**src/rtl/sram_slot_seq_pkg.sv**
```systemverilog
package sram_slot_seq_pkg;
    typedef enum logic {SLOT_VIDEO = 1'b0, SLOT_HOST = 1'b1} slot_kind_e;

    function automatic int slot_cycles(input int drive_cyc, input int settle_cyc);
        return drive_cyc + settle_cyc;
    endfunction
endpackage

```
**src/rtl/sram_slot_timer.sv**
```systemverilog
module sram_slot_timer
    import sram_slot_seq_pkg::*;
#(
    parameter int SLOT_LEN = 3,
    localparam int CNT_W   = (SLOT_LEN > 1) ? $clog2(SLOT_LEN) : 1
) (
    input  logic             clk,
    input  logic             rst,
    output logic [CNT_W-1:0] cnt_o,
    output logic             host_slot_o,
    output logic             slot_last_o
);
    localparam logic [CNT_W-1:0] LAST = CNT_W'(SLOT_LEN - 1);

    typedef struct packed {
        logic [CNT_W-1:0] cnt;
        slot_kind_e       kind;
    } timer_t;

    timer_t st_d, st_q;

    always_comb begin
        st_d = st_q;
        if (st_q.cnt == LAST) begin
            st_d.cnt  = '0;
            st_d.kind = (st_q.kind == SLOT_HOST) ? SLOT_VIDEO : SLOT_HOST;
        end else begin
            st_d.cnt = st_q.cnt + 1'b1;
        end
    end

    // Reset parks the timer on the last cycle of an empty host slot,
    // so the first display slot opens on the first edge after reset.
    always_ff @(posedge clk) begin
        if (rst) begin
            st_q.cnt  <= LAST;
            st_q.kind <= SLOT_HOST;
        end else begin
            st_q <= st_d;
        end
    end

    assign cnt_o       = st_q.cnt;
    assign host_slot_o = (st_q.kind == SLOT_HOST);
    assign slot_last_o = (st_q.cnt == LAST);
endmodule

```
**src/rtl/sram_wr_hold.sv**
```systemverilog
module sram_wr_hold #(
    parameter int ADDR_W = 8,
    parameter int DATA_W = 8
) (
    input  logic              clk,
    input  logic              rst,
    input  logic              req_i,
    input  logic [ADDR_W-1:0] addr_i,
    input  logic [DATA_W-1:0] data_i,
    input  logic              take_i,
    output logic              full_o,
    output logic [ADDR_W-1:0] addr_o,
    output logic [DATA_W-1:0] data_o
);
    typedef struct packed {
        logic              full;
        logic [ADDR_W-1:0] addr;
        logic [DATA_W-1:0] data;
    } hold_t;

    hold_t h_d, h_q;

    always_comb begin
        h_d = h_q;
        if (take_i) begin
            h_d.full = 1'b0;
        end else if (req_i && !h_q.full) begin
            h_d.full = 1'b1;
            h_d.addr = addr_i;
            h_d.data = data_i;
        end
    end

    always_ff @(posedge clk) begin
        if (rst) begin
            h_q <= '0;
        end else begin
            h_q <= h_d;
        end
    end

    assign full_o = h_q.full;
    assign addr_o = h_q.addr;
    assign data_o = h_q.data;
endmodule

```
**src/rtl/sram_slot_seq.sv**
```systemverilog
module sram_slot_seq
    import sram_slot_seq_pkg::*;
#(
    parameter int ADDR_W    = 8,
    parameter int DATA_W    = 8,
    parameter int DRIVE_CYC = 2,
    parameter int WAIT_CYC  = 1
) (
    input  logic              clk,
    input  logic              rst,
    input  logic [ADDR_W-1:0] vid_addr,
    output logic              vid_addr_ack,
    output logic [DATA_W-1:0] vid_rd_data,
    output logic              vid_done,
    input  logic              host_wr_req,
    input  logic [ADDR_W-1:0] host_wr_addr,
    input  logic [DATA_W-1:0] host_wr_data,
    output logic              host_busy,
    output logic              host_done,
    output logic [ADDR_W-1:0] sram_addr,
    output logic [DATA_W-1:0] sram_wdata,
    output logic              sram_dq_oe,
    input  logic [DATA_W-1:0] sram_rdata,
    output logic              sram_ce_n,
    output logic              sram_we_n,
    output logic              sram_oe_n
);
    localparam int SLOT_LEN = slot_cycles(DRIVE_CYC, WAIT_CYC);
    localparam int CNT_W    = (SLOT_LEN > 1) ? $clog2(SLOT_LEN) : 1;
    localparam logic [CNT_W-1:0] LAST = CNT_W'(SLOT_LEN - 1);

    logic [CNT_W-1:0]  cnt;
    logic              host_slot;
    logic              slot_last;
    logic              hold_full;
    logic [ADDR_W-1:0] hold_addr;
    logic [DATA_W-1:0] hold_data;
    logic              take;

    sram_slot_timer #(.SLOT_LEN(SLOT_LEN)) u_timer (
        .clk         (clk),
        .rst         (rst),
        .cnt_o       (cnt),
        .host_slot_o (host_slot),
        .slot_last_o (slot_last)
    );

    sram_wr_hold #(.ADDR_W(ADDR_W), .DATA_W(DATA_W)) u_hold (
        .clk    (clk),
        .rst    (rst),
        .req_i  (host_wr_req),
        .addr_i (host_wr_addr),
        .data_i (host_wr_data),
        .take_i (take),
        .full_o (hold_full),
        .addr_o (hold_addr),
        .data_o (hold_data)
    );

    typedef struct packed {
        logic [ADDR_W-1:0] addr;
        logic [DATA_W-1:0] wdata;
        logic              wr_act;
        logic [DATA_W-1:0] rd_data;
        logic              vid_done;
        logic              host_done;
    } path_t;

    path_t p_d, p_q;

    // The pending write moves to the RAM on the edge that opens a host slot.
    assign take = slot_last && !host_slot && hold_full;

    always_comb begin
        p_d           = p_q;
        p_d.vid_done  = 1'b0;
        p_d.host_done = 1'b0;
        if (slot_last) begin
            p_d.wr_act = take;
            if (host_slot) begin
                p_d.addr      = vid_addr;
                p_d.host_done = p_q.wr_act;
            end else begin
                p_d.rd_data  = sram_rdata;
                p_d.vid_done = 1'b1;
                if (take) begin
                    p_d.addr  = hold_addr;
                    p_d.wdata = hold_data;
                end
            end
        end
    end

    always_ff @(posedge clk) begin
        if (rst) begin
            p_q <= '0;
        end else begin
            p_q <= p_d;
        end
    end

    assign vid_addr_ack = slot_last && host_slot;
    assign vid_rd_data  = p_q.rd_data;
    assign vid_done     = p_q.vid_done;
    assign host_busy    = hold_full;
    assign host_done    = p_q.host_done;
    assign sram_addr    = p_q.addr;
    assign sram_wdata   = p_q.wdata;
    assign sram_dq_oe   = p_q.wr_act;
    assign sram_ce_n    = !(p_q.wr_act || !host_slot);
    assign sram_oe_n    = host_slot;
    assign sram_we_n    = !(p_q.wr_act && (cnt != '0) && (cnt != LAST));
endmodule

```
**config.mk**
```make
export PLATFORM = sky130hd
export DESIGN_NAME = sram_slot_seq
export DESIGN_NICKNAME = d
export VERILOG_FILES = /design/src/rtl/sram_slot_seq_pkg.sv /design/src/rtl/sram_slot_timer.sv /design/src/rtl/sram_wr_hold.sv /design/src/rtl/sram_slot_seq.sv
export SDC_FILE = /design/constraint.sdc
export NUM_CORES = 1
export LEC_CHECK = 0
export ABC_AREA = 1
export BUFFER_PORTS_ARGS = -buffer_cell sky130_fd_sc_hd__buf_2
export CORE_AREA = 2 2 47 81
export CTS_BUF_LIST = sky130_fd_sc_hd__clkbuf_2 sky130_fd_sc_hd__clkbuf_4 sky130_fd_sc_hd__clkbuf_8
export DETAILED_ROUTE_END_ITERATION = 6
export DIE_AREA = 0 0 49 83
export HOLD_SLACK_MARGIN = 0.02
export PLACE_DENSITY = 0.86
export SLEW_MARGIN = 10
export SYNTH_ARGS = -nofsm -noshare
export SYNTH_HDL_FRONTEND = slang
export SYNTH_SLANG_ARGS = --single-unit
```
**constraint.sdc**
```tcl
create_clock -name clk -period 1.7 [get_ports clk]
set_input_delay 0.17 -clock clk [delete_from_list [all_inputs] [get_ports clk]]
set_output_delay 0.17 -clock clk [all_outputs]
set_load 0.01 [all_outputs]
```
==> metrics <==
vias in the first global route=1421; most instantiated library cell after synthesis=nand2_1; number of slew-limit violations in the final report=0; I/O pin count=67; Horiz. Die Dim=49 um; IO Port Bufs=66; critical path buffer and inverter count=2; post-detailed-routing wire length=3679 um; critical path endpoint category=output pin; family of cells with the greatest summed delay on the critical path=flip-flops; clock latency at the later pin of the worst-skew pair=300 ps; placement row count=28; type of element launching the critical path=register; Setup TNS=0 ps; drt wl/cell=10.76 um; area leader, netlist=dfxtp_1; clock-pin transition on the worst setup and hold timing paths=80 ps; global-route wire length before repair=5920 um; portion of total power attributed to the clock network=30.8%; R2R Setup Slk=490 ps; maximum clock frequency=653.3 MHz; gate count of the mapped netlist=227; Nets=331; count of max-cap constraint violations=0; slew at the pin closest to its max-slew limit=455.9 ps; CTS Root Cell=clkbuf_8; cell types with the largest area share after synthesis=dfxtp_1, nand2_1, nor2_1; TritonCTS buffer count=5; proportion of total power due to net switching=26.23%; count of endpoints failing setup in the final report=0; share of synthesized flip-flops with an asynchronous set or reset=0%; power share of the sequential group=55.3%; hold buffer count at CTS=0; total stage count of the critical path=3; placeable core area=0.003398 mm2; final core utilization=65.32%; clock period minus worst slack=1531 ps; cell breakdown of the critical path=inv_2 > nor2_8 > buf_2; most common flop cell mapped by yosys=dfxtp_1; Worst path slowest cell=dfxtp_1; startpoint of the worst register-to-register path=u_hold.full_o; most common library cells after synthesis=nand2_1, nor2_1, dfxtp_1, o21ai_0, inv_1; required time reported for the critical path endpoint=1530 ps; NetSw=574.0 uW; Post-Synthesis Cell Area=0.001768 mm2; portion of the post-synthesis area used by sequential elements=53.22%; Cell variety after synth=22; maximum number of pins on one net before global-route repair=23; final hold violation count=0; cell-internal power=1.614 mW; combined global-route utilization of all metal layers=18.64%; height of the die=83 um; Num Clock Sinks=47; effective utilization at floorplan=52.03%; Post-synth EDFFs=0; initial antenna violation count=0; Fin Clk Skew=1.865 ps; combinational group share of total power=13.9%; Critical R2R Capture=u_hold.data_o[1]; per-cell via count in the routed design=4.807; worst setup path category=register to output pin; last weighted congestion value of the routability-driven placer=0.7346; die outline area=0.004067 mm2; Synthesized Nets=262; number of nets still failing antenna checks after routing=0; number of storage elements in the synthesis netlist=47; buffer count from post-CTS setup fixing=0; DRC=0; crit-path max cell delay=510 ps; count of antenna diodes in the layout=0; CTS tree=built; origin of the worst setup path=u_timer.host_slot_o; min-delay worst type=input port to register; Max rail drop VDD=0.0008201 V; status=finished clean; average instance area after synthesis=7.788 um2; worst endpoint data arrival time=1360 ps; number of iterations in the first detailed-routing pass=4; total vias in the final route=1644; Filler cells=324; portion of the clock cycle consumed by the worst path in the final layout=90.03%; number of cells traversed by the worst register-to-register path=5; worst rel slew slack=69.57%; power density cells=985.8 mW/mm2; area added between synthesis and finish=25.55%; Leakage=1.165 nW; capturing element of the worst setup path=vid_addr_ack; setup repair after global routing missed its margin=false; number of warnings issued by yosys=0; Max FO, Critical Path=11; placed wire-length estimate=2705 um; area share of the largest cell type after synthesis=53.22%; Iter 0 DRT Violations=18; deepest level of the CTS H-tree=2; share of post-route cells with drive strength above 1=30.30%; count of cells resized by post-cts repair=0; total global routing overflow=0; worst-case clock buffer depth=2
[worst min-delay path by stage]
stage                                end     startpoint  cells after the start  slack [ps]
after global placement    vid_rd_data[6]  sram_rdata[6]                      3         360
after floorplan               sram_dq_oe            rst                      1         240
after global routing          sram_dq_oe            rst                      2          60
after CTS                 vid_rd_data[1]  sram_rdata[1]                      3          50
after detailed placement  vid_rd_data[2]  sram_rdata[2]                      3         370
final                     vid_rd_data[1]  sram_rdata[1]                      3          60
[worst register-to-register path, stage by stage (launching register included)]
cell and delay (ps):
dfxtp_1 340, inv_1 50, nand2_2 210, inv_1 280
nor2_1 170, nor2_1 60
[placed cells by master, fill, tap and decap left out]
cell type,n
nand2_1,52
clkbuf_4,2
nand2_2,1
nor2_4,2
nand2_4,2
nor3_1,1
nor2_1,51
clkbuf_8,5
nor2_8,1
buf_4,3
buf_2,66
o21ai_0,26
nand3_1,8
o21ai_4,1
a21oi_1,1
inv_1,11
o21ai_1,2
inv_4,1
clkinv_2,1
dfxtp_1,47
nand4_1,8
inv_2,5
[cell type report]
class | instances | area (um2) | share of cell area [%]
clock buffer | 7 | 83.83 | 3.777
clock inverter | 1 | 5.005 | 0.2255
inverter | 17 | 66.31 | 2.988
multi-input combinational | 156 | 714.4 | 32.19
sequential | 47 | 940.9 | 42.39
tap | 45 | 56.30 | 2.537
timing repair buffer | 69 | 352.8 | 15.90
[per-stage QoR]
step	power (mW)	worst slack [ps]	cell area, um2	instances	hold slack, ps
after floorplan	1.431	575.4	1768	227	239.1
after global placement	1.534	488.6	2131	334	364.7
after detailed placement	1.543	485.2	2131	334	368.3
after CTS	2.210	150.4	2220	342	51.35
after global routing	2.298	92.24	2220	342	64.01
final	2.188	169.4	2220	342	60.66
[power by group through the flow]
stage	combinational, mW	sequential [mW]	clock, mW
finish	0.304	1.21	0.675
global route	0.344	1.22	0.738
CTS	0.309	1.21	0.692
detailed placement	0.307	1.24	0
global placement	0.300	1.23	0
floorplan	0.181	1.25	0
[kinds of logic after synthesis]
family          count (synthesis)  share of synthesized area (%)
flops                          47                          53.22
compound gates                 30                          9.129
buf+inv                        24                          6.370
simple gates                  126                          31.28
[flip-flops by register name (all words and copies together), names as in the netlist]
signal	cells
vid_done	1
sram_addr	8
u_hold.full_o	1
sram_wdata	8
u_timer.host_slot_o	1
u_hold.addr_o	8
sram_dq_oe	1
u_hold.data_o	8
u_timer.cnt_o	2
vid_rd_data	8
host_done	1
[metal layers]
metal	GRT usage, %	part of all wire, %	vias up
met5	0	0	-
met4	10.13	2.5	0
met3	4.496	5.2	9
met2	34.00	55	58
met1	18.82	37	722
li1	-	-	855
No activity file was read; power rests on OpenSTA's default activity.
